[config.mk]
export PLATFORM = sky130hd
export DESIGN_NAME = gpio_pad_rx_event
export DESIGN_NICKNAME = d
export VERILOG_FILES = /design/src/rtl/pad_rx_pkg.sv /design/src/rtl/pad_rx_ctrl.sv /design/src/rtl/pad_rx_debounce.sv /design/src/rtl/pad_rx_datapath.sv /design/src/rtl/gpio_pad_rx_event.sv
export SDC_FILE = /design/constraint.sdc
export NUM_CORES = 1
export LEC_CHECK = 0
export ABC_CLOCK_PERIOD_IN_PS = 2000
export BUFFER_PORTS_ARGS = -buffer_cell sky130_fd_sc_hd__buf_2
export CORE_ASPECT_RATIO = 1.4
export CORE_MARGIN = 4
export CORE_UTILIZATION = 50
export CTS_CLUSTER_DIAMETER = 200
export DETAILED_ROUTE_END_ITERATION = 12
export PLACE_DENSITY_LB_ADDON = 0.3
export SLEW_MARGIN = 20
export SYNTH_ARGS = -nofsm -noshare
export SYNTH_HDL_FRONTEND = slang
export SYNTH_SLANG_ARGS = --single-unit
[constraint.sdc]
create_clock -name clk -period 2 [get_ports clk]
set_input_delay 0.1 -clock clk [delete_from_list [all_inputs] [get_ports clk]]
set_output_delay 0.1 -clock clk [all_outputs]
set_load 0.01 [all_outputs]
[src/rtl/pad_rx_pkg.sv]
package pad_rx_pkg;

  localparam int DEB_MIN_EXP = 3;
  localparam int DEB_MAX_EXP = 15;

  typedef enum logic [1:0] {
    EV_LEVEL = 2'd0,
    EV_EDGE  = 2'd1,
    EV_OFF   = 2'd2,
    EV_BOTH  = 2'd3
  } evModeT;

  // strobes from control to datapath
  typedef struct packed {
    logic       rxEn;
    logic       useGlitch;
    logic       useDebounce;
    logic [3:0] debExp;
    logic       invert;
    evModeT     evMode;
  } rxCtrlT;

endpackage

[src/rtl/pad_rx_ctrl.sv]
module pad_rx_ctrl
  import pad_rx_pkg::*;
(
  input  logic [31:0] cfgMain,
  input  logic [4:0]  cfgDebounce,
  input  logic        rxState,
  output rxCtrlT      ctrl,
  output logic        padDriveEn,
  output logic        padDriveVal,
  output logic        readBack
);

  logic       txEn;
  logic       gpioMode;
  logic       filterSel;
  logic [3:0] rawExp;
  logic       unusedCfg;

  assign txEn      = ~cfgMain[8];
  assign gpioMode  = (cfgMain[13:10] == 4'd0);
  assign filterSel = cfgMain[24];
  assign rawExp    = cfgDebounce[4:1];

  always_comb begin
    ctrl             = '0;
    ctrl.rxEn        = ~cfgMain[9];
    ctrl.useDebounce = filterSel & cfgDebounce[0];
    ctrl.useGlitch   = filterSel & ~cfgDebounce[0];
    ctrl.invert      = cfgMain[23];
    ctrl.evMode      = evModeT'(cfgMain[26:25]);
    if (rawExp < 4'(DEB_MIN_EXP))
      ctrl.debExp = 4'(DEB_MIN_EXP);
    else if (rawExp > 4'(DEB_MAX_EXP))
      ctrl.debExp = 4'(DEB_MAX_EXP);
    else
      ctrl.debExp = rawExp;
  end

  assign padDriveEn  = txEn & gpioMode;
  assign padDriveVal = padDriveEn & cfgMain[0];
  assign readBack    = txEn ? cfgMain[0] : rxState;

  assign unusedCfg = ^{cfgMain[31:27], cfgMain[22:14], cfgMain[7:1]};

endmodule

[src/rtl/pad_rx_debounce.sv]
module pad_rx_debounce
  import pad_rx_pkg::*;
#(
  parameter int TICK_CYCLES = 1563
)(
  input  logic       clk,
  input  logic       rstN,
  input  logic       sampleIn,
  input  logic [3:0] debExp,
  output logic       level
);

  localparam int TICK_W = (TICK_CYCLES > 1) ? $clog2(TICK_CYCLES) : 1;
  localparam int CNT_W  = DEB_MAX_EXP + 1;

  logic [TICK_W-1:0] tickCnt;
  logic [CNT_W-1:0]  unitCnt;
  logic [CNT_W-1:0]  target;
  logic              tick;
  logic              lastUnit;

  assign tick     = (tickCnt == TICK_W'(TICK_CYCLES - 1));
  assign target   = CNT_W'(1) << debExp;
  assign lastUnit = (unitCnt == target - CNT_W'(1));

  always_ff @(posedge clk or negedge rstN) begin
    if (!rstN) begin
      tickCnt <= '0;
      unitCnt <= '0;
      level   <= 1'b0;
    end else if (sampleIn == level) begin
      tickCnt <= '0;
      unitCnt <= '0;
    end else if (tick) begin
      tickCnt <= '0;
      if (lastUnit) begin
        level   <= sampleIn;
        unitCnt <= '0;
      end else begin
        unitCnt <= unitCnt + CNT_W'(1);
      end
    end else begin
      tickCnt <= tickCnt + TICK_W'(1);
    end
  end

endmodule

[src/rtl/pad_rx_datapath.sv]
module pad_rx_datapath
  import pad_rx_pkg::*;
#(
  parameter int TICK_CYCLES  = 1563,
  parameter int SYNC_STAGES  = 2,
  parameter bit HAS_DEBOUNCE = 1'b1
)(
  input  logic   clk,
  input  logic   rstN,
  input  logic   padIn,
  input  rxCtrlT ctrl,
  output logic   eventOut,
  output logic   rxState
);

  logic [SYNC_STAGES-1:0] syncQ;
  logic syncOut;
  logic glitchPrev;
  logic glitchLevel;
  logic debLevel;
  logic filtered;
  logic rxLevel;
  logic cond;
  logic condPrev;
  logic eventNext;

  always_ff @(posedge clk or negedge rstN) begin
    if (!rstN) syncQ <= '0;
    else       syncQ <= {syncQ[SYNC_STAGES-2:0], padIn};
  end
  assign syncOut = syncQ[SYNC_STAGES-1];

  // two equal consecutive samples are needed to move the glitch level
  always_ff @(posedge clk or negedge rstN) begin
    if (!rstN) begin
      glitchPrev  <= 1'b0;
      glitchLevel <= 1'b0;
    end else begin
      glitchPrev <= syncOut;
      if (syncOut == glitchPrev) glitchLevel <= syncOut;
    end
  end

  generate
    if (HAS_DEBOUNCE) begin : g_deb
      pad_rx_debounce #(.TICK_CYCLES(TICK_CYCLES)) u_deb (
        .clk     (clk),
        .rstN    (rstN),
        .sampleIn(syncOut),
        .debExp  (ctrl.debExp),
        .level   (debLevel)
      );
    end else begin : g_nodeb
      assign debLevel = syncOut;
    end
  endgenerate

  always_comb begin
    if (ctrl.useDebounce)    filtered = debLevel;
    else if (ctrl.useGlitch) filtered = glitchLevel;
    else                     filtered = syncOut;
  end

  assign rxLevel = ctrl.rxEn & filtered;
  assign cond    = ctrl.rxEn & (filtered ^ ctrl.invert);

  always_comb begin
    unique case (ctrl.evMode)
      EV_LEVEL: eventNext = cond;
      EV_EDGE:  eventNext = cond & ~condPrev;
      EV_BOTH:  eventNext = cond ^ condPrev;
      default:  eventNext = 1'b0;
    endcase
    eventNext = eventNext & ctrl.rxEn;
  end

  always_ff @(posedge clk or negedge rstN) begin
    if (!rstN) begin
      condPrev <= 1'b0;
      eventOut <= 1'b0;
      rxState  <= 1'b0;
    end else begin
      condPrev <= cond;
      eventOut <= eventNext;
      rxState  <= rxLevel;
    end
  end

endmodule

[src/rtl/gpio_pad_rx_event.sv]
module gpio_pad_rx_event
  import pad_rx_pkg::*;
#(
  parameter int TICK_CYCLES = 1563,
  parameter int SYNC_STAGES = 2
)(
  input  logic        clk,
  input  logic        rstN,
  input  logic        padIn,
  input  logic [31:0] cfgMain,
  input  logic [4:0]  cfgDebounce,
  output logic        padDriveEn,
  output logic        padDriveVal,
  output logic        eventOut,
  output logic        readBack
);

  rxCtrlT ctrl;
  logic   rxState;

  pad_rx_ctrl u_ctrl (
    .cfgMain    (cfgMain),
    .cfgDebounce(cfgDebounce),
    .rxState    (rxState),
    .ctrl       (ctrl),
    .padDriveEn (padDriveEn),
    .padDriveVal(padDriveVal),
    .readBack   (readBack)
  );

  pad_rx_datapath #(
    .TICK_CYCLES (TICK_CYCLES),
    .SYNC_STAGES (SYNC_STAGES),
    .HAS_DEBOUNCE(1'b1)
  ) u_dp (
    .clk     (clk),
    .rstN    (rstN),
    .padIn   (padIn),
    .ctrl    (ctrl),
    .eventOut(eventOut),
    .rxState (rxState)
  );

endmodule

==> flow_metrics.env <==
export IMPL_fin_ws_ns=-0.0443
export IMPL_maxCapViolations=0
export IMPL_synthDistinctLibCells=56
export IMPL_track_usage=0.216
export IMPL_grt_pass1_wl_um=9780
export IMPL_pin_count=44
export IMPL_startpoint="u_dp.g_deb.u_deb.unitCnt[11]"
export IMPL_areaGrowthSynthToFinish_pct=26.8
export IMPL_grt_max_degree=36
export IMPL_vias_per_cell=5.57
export IMPL_postRouteAntennaNets=0
export IMPL_clock_sinks=35
export IMPL_r2r_start="u_dp.g_deb.u_deb.unitCnt[11]"
export IMPL_synth_edff_count=0
export IMPL_grt_use_met2=0.400
export IMPL_drt_pass1_iterations=4
export IMPL_final_max_slew_viol_count=0
export IMPL_endpoint_kind="register"
export IMPL_finClkSkew_ns=0.00593
export IMPL_p_per_area_nw_per_um2=491
export IMPL_use_met3=0.0403
export IMPL_rsz0062_at_grt="true"
export IMPL_slew_headroom=0.476
export IMPL_synth_top_family_by_area="simple AND/OR/NAND/NOR gates"
export IMPL_cts_buffers=5
export IMPL_violations="setup timing"
export IMPL_initial_core_util=0.517
export IMPL_cts_post_setup_buffers_inserted=0
export IMPL_yosys_area_share_simple=0.309
export IMPL_required_ns=2.18
export IMPL_hold_violations=0
export IMPL_startpoint_type="register"
export IMPL_cp_max_fo=4
export IMPL_dieArea_sq_um=5860
export IMPL_p_leak_nw=1.31
export IMPL_port_buffers=22
export IMPL_cts_tree="yes"
export IMPL_drive_gt1_frac=0.300
export IMPL_status="finished, violations left"
export IMPL_place_gp_congestion=0.837
export IMPL_synth_area_leaders="dfrtp_1 37%, nand2_1 5.9%, xnor2_1 4.5%"
export IMPL_hpwl_um=4280
export IMPL_die_width_um=65.9
export IMPL_wl_per_cell_um=14.4
export IMPL_synth_adder_area_share=0.0363
export IMPL_synth_cells=267
export IMPL_hold_class="input pin to register"
export IMPL_path_clk_slew_ns=0.07
export IMPL_stdcell_count=389
export IMPL_syn_area_sq_um=2340
export IMPL_ys_async_sr_fraction=1.00
export IMPL_num_vias=2167
export IMPL_syn_area_per_cell_sq_um=8.78
export IMPL_synthXorXnorAreaFrac=0.0896
export IMPL_n_antenna_cell=0
export IMPL_met1_usage=0.233
export IMPL_fillers=382
export IMPL_synth_compound_area_frac=0.142
export IMPL_grt_pass1_vias=2197
export IMPL_hold_start="cfgMain[24]"
export IMPL_fmax_mhz=489
export IMPL_cts_root_buffer="clkbuf_8"
export IMPL_drc=0
export IMPL_peakVddDrop_mv=0.568
export IMPL_cts_max_level=2
export IMPL_wl_um=5590
export IMPL_yosys_area_top_type="dfrtp_1"
export IMPL_clock_latency_ns=0.29
export IMPL_ys_warnings_count=0
export IMPL_grt_overflow_total=0
export IMPL_power_mw=1.46
export IMPL_setup_viol_count_final=1
export IMPL_ys_flop_type="dfrtp_1"
export IMPL_yosysTopAreaCellShare=0.374
export IMPL_busiest_layer="met2"
export IMPL_nets=372
export IMPL_period_needed_ns=2.04
export IMPL_dpl_cell_count=378
export IMPL_dieHeight_um=89.0
export IMPL_first_iter_violations=46
export IMPL_synth_area_mux_share=0.0139
export IMPL_clock_path_buffers=2
export IMPL_worst_pin_slew_ns=0.785
export IMPL_fin_crit_sh=1.02
export IMPL_ys_seq_area_frac=0.374
export IMPL_synth_seq_cells=35
export IMPL_arrival_ns=2.22
export IMPL_fp_row_count=29
export IMPL_path_class="register to register"
export IMPL_core_area_sq_um=4540
export IMPL_grt_antenna_before_repair=0
worst paths after layout:
check,end,depth (start not counted),slack [ns]
hold / removal,u_dp.rxState,4,0.15
min in group asynchronous,u_dp.g_deb.u_deb.unitCnt[3],2,0.42
max in group asynchronous,u_dp.g_deb.u_deb.unitCnt[1],2,1.04
setup reg to reg,u_dp.g_deb.u_deb.level,6,-0.04
setup / recovery,u_dp.g_deb.u_deb.level,6,-0.04
hold reg to reg,u_dp.syncQ[1],0,0.35
kinds of logic after synthesis:
logic type	after synthesis
adder cells (fa/ha/maj)	7
AO/OA/AOI/OAI	44
other	1
flip-flops	35
AND/OR/NAND/NOR	136
buffers and inverters	17
XOR/XNOR	24
multiplexers	3
cells in the mapped netlist, types with 5 or more instances:
library cell	n
dfrtp_1	35
o21ai_0	10
o22ai_1	5
nand4_1	6
xnor2_1	12
ha_1	6
inv_1	7
and2_1	5
nand2_1	37
nand3_1	12
nor3_1	10
and3_1	7
nor2_1	27
a21oi_1	5
xor2_1	12
per-stage QoR:
step / instance area, sq um / util / hold slack [ns] / TNS, ns / setup slack (ns)
6_report: 2970 / 0.656 / 0.148 / -0.0443 / -0.0443
3_5_place_dp: 2800 / 0.616 / 0.210 / -3.51 / -0.257
3_3_place_gp: 2800 / 0.616 / 0.209 / -2.16 / -0.169
2_1_floorplan: 2410 / - / -0.196 / -1.18 / -0.179
5_1_grt: 2970 / 0.656 / 0.156 / -0.945 / -0.0963
4_1_cts: 2920 / 0.644 / 0.132 / -0.0526 / -0.0287
layout make-up:
cell class,count,area [sq um],area share
well taps,62,77.6,0.0261
multi-input cells,216,1490,0.501
clock inverters,3,15.0,0.00505
flip-flops and latches,35,878,0.295
clock buffers,5,68.8,0.0231
repair buffers,61,418,0.141
inverters,7,26.3,0.00883
what timing repair did:
action	4_1_cts	5_1_grt
endpoints found under the setup margin	17	17
resized for setup	3	14
pin swaps	2	4
hold buffers	3	0
hold endpoints to repair	38	0
worst max-delay path, cell delays in order, from the launching register on:
cell	delay, ns
dfrtp_1	0.43
or4b_1	0.45
o2111a_2	0.20
nor4_4	0.18
o2111ai_4	0.18
nor3_2	0.17
mux2_4	0.32
power by group:
| part | total [mW] | switching (mW) | internal, mW |
|---|---|---|---|
| Clock | 0.497 | 0.259 | 0.238 |
| Combinational | 0.234 | 0.128 | 0.107 |
| Sequential | 0.729 | 0.00714 | 0.722 |
| Total | 1.46 | 0.393 | 1.07 |
layer usage:
layer  routed length (um)  share of wire  up-vias
met3                  172          0.031       12
met5                    0              0        -
met4                  138          0.025        0
met1                 2150           0.39     1049
met2                 3120           0.56       40
li1                     -              -     1066
state kept, by name, indices dropped and copies added (netlist names):
signal / count
u_dp.eventOut: 1
u_dp.glitchPrev: 1
u_dp.rxState: 1
u_dp.g_deb.u_deb.tickCnt: 11
u_dp.syncQ: 2
u_dp.condPrev: 1
u_dp.g_deb.u_deb.level: 1
u_dp.glitchLevel: 1
u_dp.g_deb.u_deb.unitCnt: 16
layout by cell type (no fill, tap or decap), types with 5 or more instances in the layout:
cell type,count
nand2_1,37
xnor2_1,12
nor2_1,26
buf_2,22
o21ai_0,5
dfrtp_1,33
ha_1,5
nor3_1,10
and2_1,5
clkbuf_8,5
inv_1,7
xor2_1,12
nand4_1,6
buf_4,34
nand3_1,12
o22ai_1,5
o21ai_2,6
and3_1,7
Note: power is estimated with default switching activity, not from simulation.
